--- src/rtl/bus_evt_arbiter_pkg.sv ---
package bus_evt_arbiter_pkg;

  typedef enum logic [1:0] {
    SLOT_IDLE = 2'd0,
    SLOT_TXN  = 2'd1,
    SLOT_EVT  = 2'd2
  } slot_e;

  localparam logic [3:0] EVT_TAG = 4'h8;

  function automatic logic [7:0] evt_byte(input logic [3:0] idx);
    return {EVT_TAG, idx};
  endfunction

endpackage

--- src/rtl/arb_rr_pick.sv ---
module arb_rr_pick #(
  parameter int N     = 4,
  localparam int IDX_W = $clog2(N)
) (
  input  logic [N-1:0]     req_i,
  input  logic [IDX_W-1:0] ptr_i,
  output logic [IDX_W-1:0] idx_o,
  output logic             any_o
);

  // scan downward so the candidate nearest the pointer is written last
  always_comb begin
    idx_o = '0;
    any_o = 1'b0;
    for (int k = N - 1; k >= 0; k--) begin
      if (req_i[(int'(ptr_i) + k) % N]) begin
        idx_o = IDX_W'((int'(ptr_i) + k) % N);
        any_o = 1'b1;
      end
    end
  end

  always_comb begin
    if (any_o) assert_pick_in_req_R4 : assert (req_i[idx_o]);
  end

endmodule

--- src/rtl/arb_evt_pick.sv ---
module arb_evt_pick #(
  parameter int N     = 8,
  localparam int IDX_W = $clog2(N)
) (
  input  logic [N-1:0]     pend_i,
  output logic [IDX_W-1:0] idx_o,
  output logic             any_o
);

  always_comb begin
    idx_o = '0;
    any_o = 1'b0;
    for (int k = N - 1; k >= 0; k--) begin
      if (pend_i[k]) begin
        idx_o = IDX_W'(k);
        any_o = 1'b1;
      end
    end
  end

  always_comb begin
    if (any_o) assert_lowest_evt_R9 : assert (pend_i[idx_o] && ((pend_i & ((N'(1) << idx_o) - N'(1))) == '0));
  end

endmodule

--- src/rtl/arb_byte_timer.sv ---
module arb_byte_timer #(
  parameter int BYTE_CYC = 8,
  localparam int CYC_W   = $clog2(BYTE_CYC)
) (
  input  logic clk_i,
  input  logic rst_ni,
  input  logic busy_i,
  output logic end_o
);

  localparam logic [CYC_W-1:0] CYC_LAST = CYC_W'(BYTE_CYC - 1);

  logic [CYC_W-1:0] cyc_q;

  always_ff @(posedge clk_i or negedge rst_ni) begin
    if (!rst_ni)                       cyc_q <= '0;
    else if (!busy_i || cyc_q == CYC_LAST) cyc_q <= '0;
    else                               cyc_q <= cyc_q + 1'b1;
  end

  assign end_o = busy_i && (cyc_q == CYC_LAST);

  assert_slot_start_R6 : assert property (@(posedge clk_i) disable iff (!rst_ni)
    (!busy_i) |=> (cyc_q == '0));

endmodule

--- src/rtl/bus_evt_arbiter.sv ---
module bus_evt_arbiter
  import bus_evt_arbiter_pkg::*;
#(
  parameter int N_REQ    = 4,
  parameter int N_EVT    = 8,
  parameter int LEN_W    = 3,
  parameter int BYTE_CYC = 8
) (
  input  logic                   clk_i,
  input  logic                   rst_ni,
  input  logic [N_REQ-1:0]       req_i,
  input  logic [N_REQ*LEN_W-1:0] len_i,
  input  logic [N_EVT-1:0]       evt_req_i,
  output logic [N_REQ-1:0]       gnt_o,
  output logic [N_REQ-1:0]       done_o,
  output logic [LEN_W-1:0]       byte_pos_o,
  output logic                   evt_vld_o,
  output logic [7:0]             evt_code_o
);

  localparam int PTR_W = $clog2(N_REQ);
  localparam int EVT_W = $clog2(N_EVT);
  localparam logic [PTR_W-1:0] PTR_LAST = PTR_W'(N_REQ - 1);

  slot_e             slot_q, slot_d;
  logic [PTR_W-1:0]  rr_ptr_q, rr_ptr_d, ptr_after;
  logic [PTR_W-1:0]  txn_src_q, txn_src_d;
  logic              txn_act_q, txn_act_d;
  logic [LEN_W-1:0]  txn_left_q, txn_left_d;
  logic [LEN_W-1:0]  txn_pos_q, txn_pos_d;
  logic [N_EVT-1:0]  evt_pend_q, evt_pend_d, pend_all;
  logic [EVT_W-1:0]  evt_cur_q, evt_cur_d;

  logic              slot_end, decide, txn_fin;
  logic [N_REQ-1:0]  done_vec, req_eff;
  logic [PTR_W-1:0]  rr_idx;
  logic              rr_any;
  logic [EVT_W-1:0]  ev_idx;
  logic              ev_any;

  arb_byte_timer #(.BYTE_CYC(BYTE_CYC)) u_timer (
    .clk_i  (clk_i),
    .rst_ni (rst_ni),
    .busy_i (slot_q != SLOT_IDLE),
    .end_o  (slot_end)
  );

  assign decide   = (slot_q == SLOT_IDLE) || slot_end;
  assign txn_fin  = slot_end && (slot_q == SLOT_TXN) && (txn_left_q == '0);
  assign done_vec = txn_fin ? (N_REQ'(1) << txn_src_q) : '0;
  // the finishing source still shows its request this cycle
  assign req_eff  = req_i & ~done_vec;
  assign ptr_after = !txn_fin ? rr_ptr_q :
                     (txn_src_q == PTR_LAST) ? '0 : txn_src_q + 1'b1;
  assign pend_all = evt_pend_q | evt_req_i;

  arb_rr_pick #(.N(N_REQ)) u_rr (
    .req_i (req_eff),
    .ptr_i (ptr_after),
    .idx_o (rr_idx),
    .any_o (rr_any)
  );

  arb_evt_pick #(.N(N_EVT)) u_evt (
    .pend_i (pend_all),
    .idx_o  (ev_idx),
    .any_o  (ev_any)
  );

  always_comb begin
    slot_d     = slot_q;
    rr_ptr_d   = ptr_after;
    txn_src_d  = txn_src_q;
    txn_act_d  = txn_act_q;
    txn_left_d = txn_left_q;
    txn_pos_d  = txn_pos_q;
    evt_pend_d = pend_all;
    evt_cur_d  = evt_cur_q;

    if (slot_end && slot_q == SLOT_TXN) begin
      if (txn_left_q == '0) begin
        txn_act_d = 1'b0;
      end else begin
        txn_left_d = txn_left_q - 1'b1;
        txn_pos_d  = txn_pos_q + 1'b1;
      end
    end

    if (decide) begin
      if (ev_any) begin
        slot_d             = SLOT_EVT;
        evt_cur_d          = ev_idx;
        evt_pend_d[ev_idx] = 1'b0;
      end else if (txn_act_d) begin
        slot_d = SLOT_TXN;
      end else if (rr_any) begin
        slot_d     = SLOT_TXN;
        txn_act_d  = 1'b1;
        txn_src_d  = rr_idx;
        txn_left_d = len_i[int'(rr_idx)*LEN_W +: LEN_W];
        txn_pos_d  = '0;
      end else begin
        slot_d = SLOT_IDLE;
      end
    end
  end

  always_ff @(posedge clk_i or negedge rst_ni) begin
    if (!rst_ni) begin
      slot_q     <= SLOT_IDLE;
      rr_ptr_q   <= '0;
      txn_src_q  <= '0;
      txn_act_q  <= 1'b0;
      txn_left_q <= '0;
      txn_pos_q  <= '0;
      evt_pend_q <= '0;
      evt_cur_q  <= '0;
    end else begin
      slot_q     <= slot_d;
      rr_ptr_q   <= rr_ptr_d;
      txn_src_q  <= txn_src_d;
      txn_act_q  <= txn_act_d;
      txn_left_q <= txn_left_d;
      txn_pos_q  <= txn_pos_d;
      evt_pend_q <= evt_pend_d;
      evt_cur_q  <= evt_cur_d;
    end
  end

  always_comb begin
    gnt_o = '0;
    gnt_o[txn_src_q] = (slot_q == SLOT_TXN);
  end

  assign done_o     = done_vec;
  assign byte_pos_o = txn_pos_q;
  assign evt_vld_o  = (slot_q == SLOT_EVT);
  assign evt_code_o = evt_vld_o ? evt_byte(4'(evt_cur_q)) : 8'h00;

  assert_gnt_onehot_R2 : assert property (@(posedge clk_i) disable iff (!rst_ni)
    $onehot0(gnt_o));

  assert_no_overlap_R8 : assert property (@(posedge clk_i) disable iff (!rst_ni)
    !((|gnt_o) && evt_vld_o));

  assert_done_owner_R3 : assert property (@(posedge clk_i) disable iff (!rst_ni)
    (|done_o) |-> ($onehot(done_o) && ((done_o & gnt_o) == done_o)));

  assert_byte_atomic_R6 : assert property (@(posedge clk_i) disable iff (!rst_ni)
    (slot_q != SLOT_IDLE && !slot_end) |=>
      ($stable(gnt_o) && $stable(evt_vld_o) && $stable(evt_code_o) && $stable(byte_pos_o)));

  assert_evt_first_R7 : assert property (@(posedge clk_i) disable iff (!rst_ni)
    (slot_end && (|evt_pend_q)) |=> evt_vld_o);

  assert_ptr_hold_R4 : assert property (@(posedge clk_i) disable iff (!rst_ni)
    !(|done_o) |=> $stable(rr_ptr_q));

  assert_resume_R10 : assert property (@(posedge clk_i) disable iff (!rst_ni)
    (slot_q == SLOT_EVT && slot_end && txn_act_q && !(|pend_all)) |=>
      (gnt_o[$past(txn_src_q)] && $stable(byte_pos_o)));

endmodule

--- config.mk ---
export PLATFORM = sky130hd
export DESIGN_NAME = bus_evt_arbiter
export DESIGN_NICKNAME = d
export VERILOG_FILES = /design/src/rtl/bus_evt_arbiter_pkg.sv /design/src/rtl/arb_rr_pick.sv /design/src/rtl/arb_evt_pick.sv /design/src/rtl/arb_byte_timer.sv /design/src/rtl/bus_evt_arbiter.sv
export SDC_FILE = /design/constraint.sdc
export NUM_CORES = 1
export LEC_CHECK = 0
export BUFFER_PORTS_ARGS = -buffer_cell sky130_fd_sc_hd__buf_2
export CAP_MARGIN = 20
export CORE_UTILIZATION = 25
export CTS_CLUSTER_SIZE = 16
export DETAILED_ROUTE_END_ITERATION = 8
export PLACE_DENSITY = 0.4
export SLEW_MARGIN = 20
export SYNTH_ARGS = -nofsm -noshare
export SYNTH_HDL_FRONTEND = slang
export SYNTH_HIERARCHICAL = 1
export SYNTH_SLANG_ARGS = --single-unit
--- constraint.sdc ---
create_clock -name clk_i -period 4.75 [get_ports clk_i]
set_input_delay 0.2375 -clock clk_i [delete_from_list [all_inputs] [get_ports clk_i]]
set_output_delay 0.2375 -clock clk_i [all_outputs]
set_load 0.005 [all_outputs]
### Word level (Yosys, flattened, before mapping)

Index checks and enable logic that the tools add are counted.

* bitwise logic cells: 11
* equality and inequality tests: 4
* magnitude comparators: 8
* shift-type cells: 2
* reductions and logical operators: 16
* $add $sub $neg: 7
* multiplexer cells: 67
* multiply operators: 1

Operators with widths (count)
* $mux 3: 21
* $mux 1: 29
* $mux 8: 3
* $lt 3x4->1 const B: 4
* $mux 2: 7
* $shiftx 12x5->3: 1
* $and 4x4->4: 2
* $and 8x8->8: 1
* $bmux 1 s2: 4
* $not 8->8: 1
* $or 8x8->8: 1
* $add 3x1->3 const B: 2
* $lt 2x3->1 const B: 2
* $reduce_or 2->1: 3
* $logic_and 1x1->1: 5
* $add 2x1->2 const B: 2
* $add 2x2->2 const B: 2
* $eq 2x2->1 const B: 2
* $mul 2x2->4 const B: 1
* $mux 4: 1
* $not 4->4: 1
* $reduce_and 4->1: 1
* $shl 1x2->4 const A: 1
* $and 1x1->1 const A: 3
* other kinds (14): 16

* output and inout bits: 20
* word-level logic and storage cells: 125
* input bits: 26
* bits in registers: 27

### Logic depth before layout (Yosys ltp)

* word-level depth: 21
* gate-level depth with buffers: 13
* mapped depth without buffers: 12

### Modules after synthesis

Netlist, hierarchy kept.

By module, submodules not included
* bus_evt_arbiter: times used 1, area each 1402.6 um^2, sequential area each 600.6 um^2, cells an instance 135
* arb_byte_timer: times used 1, area each 137.6 um^2, sequential area each 75.1 um^2, cells an instance 9
* arb_evt_pick: times used 1, area each 80.1 um^2, sequential area each 0.0 um^2, cells an instance 13
* arb_rr_pick: times used 1, area each 77.6 um^2, sequential area each 0.0 um^2, cells an instance 13

### Worst setup path before layout

OpenSTA, ideal clock, no wires.

* kind: register to register
* from: reg u_timer.cyc_q[0]
* to: reg txn_left_q[0]
* required time: 4.625 ns
* arrival time: 2.941 ns
* setup time: 0.125 ns
* cell stages (with the launch flop): 12
* buffers on the path: 1
* period minus slack after synthesis: 3.066 ns
* slack: 1.684 ns
* cells stage by stage: dfrtp_1 ha_1 ha_1 and2_2 buf_4 and3_1 and2_1 nor2b_1 mux2i_1 a211oi_2 mux4_2 mux2_2

* cells in the longest elaborated chain, start to end: 20
* elaborated cells on any way between the ends: 39
* classes of those cells: add/sub (3); mul (1); eq/ne (1); shift (1); mux (27); bitwise (2); reduce/logical (4)

RTL lines
* start: declaration: RTL line arb_byte_timer.sv:13 `logic [CYC_W-1:0] cyc_q;`
* start signal: assignment: RTL line arb_byte_timer.sv:18 `else cyc_q <= cyc_q + 1'b1;`
* $eq 3x3->1 (*): RTL line arb_byte_timer.sv:21 `assign end_o = busy_i && (cyc_q == CYC_LAST);`
* $logic_and 1x1->1 (*): RTL line arb_byte_timer.sv:21
* named net slot_end: RTL line bus_evt_arbiter.sv:34 `logic slot_end, decide, txn_fin;`
* $logic_and 1x1->1 (*) (2 in a row): RTL line bus_evt_arbiter.sv:49 `assign txn_fin = slot_end && (slot_q == SLOT_TXN) && (txn_left_q == '0);`
* $mux 4 (*): RTL line bus_evt_arbiter.sv:50 `assign done_vec = txn_fin ? (N_REQ'(1) << txn_src_q) : '0;`
* named net done_o[3]: RTL line bus_evt_arbiter.sv:15 `output logic [N_REQ-1:0] done_o,`
* $not 4->4 (*): RTL line bus_evt_arbiter.sv:52 `assign req_eff = req_i & ~done_vec;`
* $and 4x4->4 (*): RTL line bus_evt_arbiter.sv:52
* named net req_eff[3]: RTL line bus_evt_arbiter.sv:35 `logic [N_REQ-1:0] done_vec, req_eff;`
* (+7 left out)
* named net rr_idx[0]: RTL line bus_evt_arbiter.sv:36 `logic [PTR_W-1:0] rr_idx;`
* $mul 2x2->4 (*): RTL line bus_evt_arbiter.sv:100 `txn_left_d = len_i[int'(rr_idx)*LEN_W +: LEN_W];`
* $shiftx 12x5->3 (*): RTL line bus_evt_arbiter.sv:100
* $mux 3 (*): RTL line bus_evt_arbiter.sv:96 `end else if (rr_any) begin`
* $mux 3 (*): RTL line bus_evt_arbiter.sv:94 `end else if (txn_act_d) begin`
* $mux 3 (*): RTL line bus_evt_arbiter.sv:90 `if (ev_any) begin`
* $mux 3 (*): RTL line bus_evt_arbiter.sv:89 `if (decide) begin`
* named net txn_left_d[0]: RTL line bus_evt_arbiter.sv:29 `logic [LEN_W-1:0] txn_left_q, txn_left_d;`
* end signal: assignment: RTL line bus_evt_arbiter.sv:123 `txn_left_q <= txn_left_d;`
* end: declaration: RTL line bus_evt_arbiter.sv:29

The timed path passes the listed nets; every way through them passes the cells marked *. The select of a mux whose other input is x is not followed.
A chain may end at the register's enable or synchronous reset.

### Worst setup path after layout

* from: reg u_timer.cyc_q[0]
* to: reg txn_left_q[1]

* cells in the longest elaborated chain, start to end: 20
* elaborated cells on any way between the ends: 39
* classes of those cells: add/sub (3); mul (1); eq/ne (1); shift (1); mux (27); bitwise (2); reduce/logical (4)

RTL lines (RTL line)
* $eq 3x3->1 (*): arb_byte_timer.sv:21
* $logic_and 1x1->1 (*): arb_byte_timer.sv:21
* named net slot_end: bus_evt_arbiter.sv:34
* $logic_and 1x1->1 (*) (2 in a row): bus_evt_arbiter.sv:49
* $mux 4 (*): bus_evt_arbiter.sv:50
* $not 4->4 (*): bus_evt_arbiter.sv:52
* $and 4x4->4 (*): bus_evt_arbiter.sv:52
* named net req_eff[3]: bus_evt_arbiter.sv:35
* (+7 left out)
* named net rr_idx[0]: bus_evt_arbiter.sv:36
* $mul 2x2->4 (*): bus_evt_arbiter.sv:100
* $shiftx 12x5->3 (*): bus_evt_arbiter.sv:100
* $mux 3 (*): bus_evt_arbiter.sv:96
* $mux 3 (*): bus_evt_arbiter.sv:94
* $mux 3 (*): bus_evt_arbiter.sv:90
* $mux 3 (*): bus_evt_arbiter.sv:89
* named net txn_left_d[1]: bus_evt_arbiter.sv:29

Marked as above.

==> results.toml <==
[synthesis]
synth_cell_types = 42
syn_inst = 170
synth-seq-cells = 27
synth_edf_count = 0
avgSynthCellArea_sq_um = 9.988
synthFlopType = "dfrtp_1"
synthArstFlopShare = 1.000
seq_area_frac_synth = 0.3979
yosysWarnings = 6
netlist_area_sq_mm = 0.001698

[power]
p_leak_nw = 0.9084
p_per_area_mw_per_mm2 = 194.9
swShare = 0.2221
switching_power_w = 0.00008704
power_frac_seq = 0.587
p_int_w = 0.0003049
ir_worst_vdd_mv = 0.08721
pwr-share-clk = 0.334
totalPowerFinal_w = 0.0003919
combPwrFrac = 0.078

[global_route]
grt-ovfl-total = 0
grt_start_max_net_pins = 28
grt_pass1_vias = 1336
antenna_found_initial = 0
grtUsageTotal = 0.1066
grt_pass1_wl_um = 6154

[hold_path]
hp-class = "in -> reg"
hold_start = "evt_req_i[5]"
min_delay_path_depth = 3
min_to = "evt_pend_q[5]"

[clock_network]
htreeDepth = 1
clk_pin_slew_ps = 90
cts_tree = "done"
clkLatencyLatePin_ps = 270
cts_root_buf = "clkbuf_8"
cts.sinks = 27
numCtsBuffers = 3
clk_path_buf_depth = 2

[placed_design]
io_buffers = 41
hpwl_um = 2708
place_inst = 284
routabilityCongestion = 0.7022

[route]
post_drt_wl_per_cell_um = 11.87
drc = 4
final_antenna_net_count = 0
first_pass_iters = 8
via_per_inst = 4.346
num_vias = 1256
drt_wl_total_um = 3430
drt_iter0_drc = 36

[floorplanning]
ios = 46
core_area_sq_mm = 0.006459
num_rows = 29
die_y_um = 84.41
start_util = 0.2629
dieArea_sq_mm = 0.007125
die_w_um = 84.41

[setup_path]
r2r_start = "u_timer/cyc_q[0]"
critPathMostFrequentCell = "ha_1"
end_kind = "flop"
crit_path_start_kind = "flop"
criticalPathCategory = "reg -> reg"
crit_buf_inv = 0
slowest_delay_ps = 560
cpLargestDelayFamily = "multiplexers"
required_ps = 4920
crit_path_max_fanout = 10
cp_slowest_cell = "mux4_2"
worst_ep_arrival_time_ps = 3410
path_cells = "ha_1 > ha_1 > and2_2 > and3_1 > and2_1 > nor2b_1 > mux2i_1 > a211oi_2 > mux4_2 > mux2_2"
reg2reg_depth = 10
ff2ff_setup_slack_ps = 1500
rr_endpoint = "txn_left_q[1]"

[sta]
rsz0062_at_grt = "no"
fin_crit_ps = 3247
maxSlewHeadroom = 0.4140
clock_skew_ps = 3.096
slew_violations = 0
worstMarginPinSlew_ps = 867.6
finalHoldViolCount = 0
post-route-period-util = 0.6836
setup_viol = 0
fmax_mhz = 307.9
tns_ps = 0

[cells_and_area]
syn2layout_area_growth_pct = 18.42
diodes = 0
final_cell_count_no_fill = 289
drive_above_1_share = 0.3208
finalNetCount = 248

[status]
status = "complete, but fails checks"
violations = "DRC"

[job]
maxCapViolations = 0
==> how the worst max path moves through the flow <==
| stage | startpoint | endpoint | slack [ps] | depth (start not counted) |
|---|---|---|---|---|
| floorplan | u_timer/cyc_q[0] | txn_left_q[0] | 1680 | 11 |
| finish | u_timer/cyc_q[0] | txn_left_q[1] | 1500 | 10 |
| detailed placement | u_timer/cyc_q[0] | txn_left_q[0] | 1460 | 9 |
| global route | u_timer/cyc_q[0] | txn_left_q[1] | 1260 | 10 |
| global placement | u_timer/cyc_q[0] | txn_left_q[0] | 1560 | 10 |
| CTS | u_timer/cyc_q[0] | txn_left_q[0] | 1440 | 10 |
==> layer usage <==
layer | track usage | vias to the layer above | share of wire
met2 | 0.1803 | 39 | 0.45
met5 | 0 | - | 0
li1 | - | 653 | -
met4 | 0.01849 | 0 | 0.0012
met1 | 0.1434 | 562 | 0.50
met3 | 0.02163 | 2 | 0.050
==> power groups by stage <==
stage	clock, W	sequential, W	combinational, W
2_1_floorplan	0	0.000235	0.0000166
5_1_grt	0.000148	0.000230	0.0000351
3_5_place_dp	0	0.000235	0.0000308
6_report	0.000131	0.000230	0.0000306
4_1_cts	0.000138	0.000230	0.0000315
3_3_place_gp	0	0.000235	0.0000310
==> state kept, by name (all words and copies together), names as in the netlist <==
| signal | cells |
|---|---|
| evt_pend_q | 8 |
| txn_act_q | 1 |
| byte_pos_o | 3 |
| rr_ptr_q | 2 |
| u_timer/cyc_q | 3 |
| txn_src_q | 2 |
| txn_left_q | 3 |
| evt_cur_q | 3 |
| slot_q | 2 |
==> metrics by stage <==
step / worst slack, ps / cell area (sq um) / hold WS [ps] / util
after global placement: 1560 / 1954 / 308.2 / 0.3026
final: 1503 / 2011 / 247.3 / 0.3113
after global routing: 1264 / 2011 / 286.8 / 0.3113
after CTS: 1439 / 2011 / 245.1 / 0.3113
after detailed placement: 1463 / 1954 / 295.0 / 0.3026
after floorplan: 1684 / 1709 / -58.09 / -
==> cells in the mapped netlist, types with 2 or more instances <==
library cell,number,area share
and2_1,11,0.041
and3b_1,2,0.010
a31oi_1,2,0.0074
nand2_1,17,0.038
mux2i_1,3,0.018
o21ai_0,2,0.0059
nor2_1,16,0.035
a21oi_1,3,0.0088
nor2b_1,12,0.044
inv_1,9,0.020
o21a_1,2,0.0088
a211oi_1,2,0.0088
buf_4,6,0.027
mux4_2,3,0.040
dfrtp_1,27,0.40
or2_2,7,0.026
xnor2_1,3,0.015
mux2_2,6,0.040
o31a_1,2,0.010
a21boi_0,2,0.0088
ha_1,9,0.066
nand2b_1,3,0.011
and3_1,2,0.0074
==> layout make-up <==
class / count / area (sq um)
multi-input cells: 130 / 943.4
repair buffers: 42 / 215.2
well taps: 77 / 96.34
fillers: 698 / 4448
inverters: 9 / 33.78
flip-flops and latches: 27 / 675.6
clock inverters: 1 / 5.005
clock buffers: 3 / 41.29
==> cells in the final DEF, fill, tap and decap left out, types with 2 or more instances in the layout <==
cell / instances
nand2b_1: 3
a21oi_1: 3
a21boi_0: 2
clkbuf_8: 3
xnor2_1: 3
dfrtp_1: 27
buf_2: 41
ha_1: 9
nand2_1: 17
inv_1: 9
mux2i_1: 3
conb_1: 4
and2_1: 11
and3_1: 2
nor2_1: 16
o21a_1: 2
and3b_1: 2
mux2_2: 6
or2_2: 7
a211oi_1: 2
o31a_1: 2
nor2b_1: 12
a31oi_1: 2
mux4_2: 3
o21ai_0: 2
==> worst register-to-register path, stage by stage, from the launching register on <==
cell      delay (ps)
dfrtp_1          400
ha_1             200
ha_1             220
and2_2           260
and3_1           220
and2_1           180
nor2b_1          220
mux2i_1          130
a211oi_2         490
mux4_2           560
mux2_2           270
==> cells by family (layout without fill, tap and decap cells) <==
kind of cell / count (synthesis) / count (layout) / share of synthesized area
buffers and inverters: 16 / 55 / 0.05305
other: 1 / 4 / 0.002209
xor gates and xnor gates: 3 / 3 / 0.01548
adders and majority gates: 9 / 9 / 0.06632
AOI/OAI and AO/OA: 23 / 23 / 0.1046
DFF: 27 / 27 / 0.3979
and+or+nand+nor: 79 / 79 / 0.2631
muxes: 12 / 12 / 0.09727
==> timing repair <==
action	4_1_cts	5_1_grt
resized for setup	0	0
endpoints found under the hold margin	27	0
buffers inserted	0	0
hold buffers	1	0
Note: power is estimated with default switching activity, not from simulation.
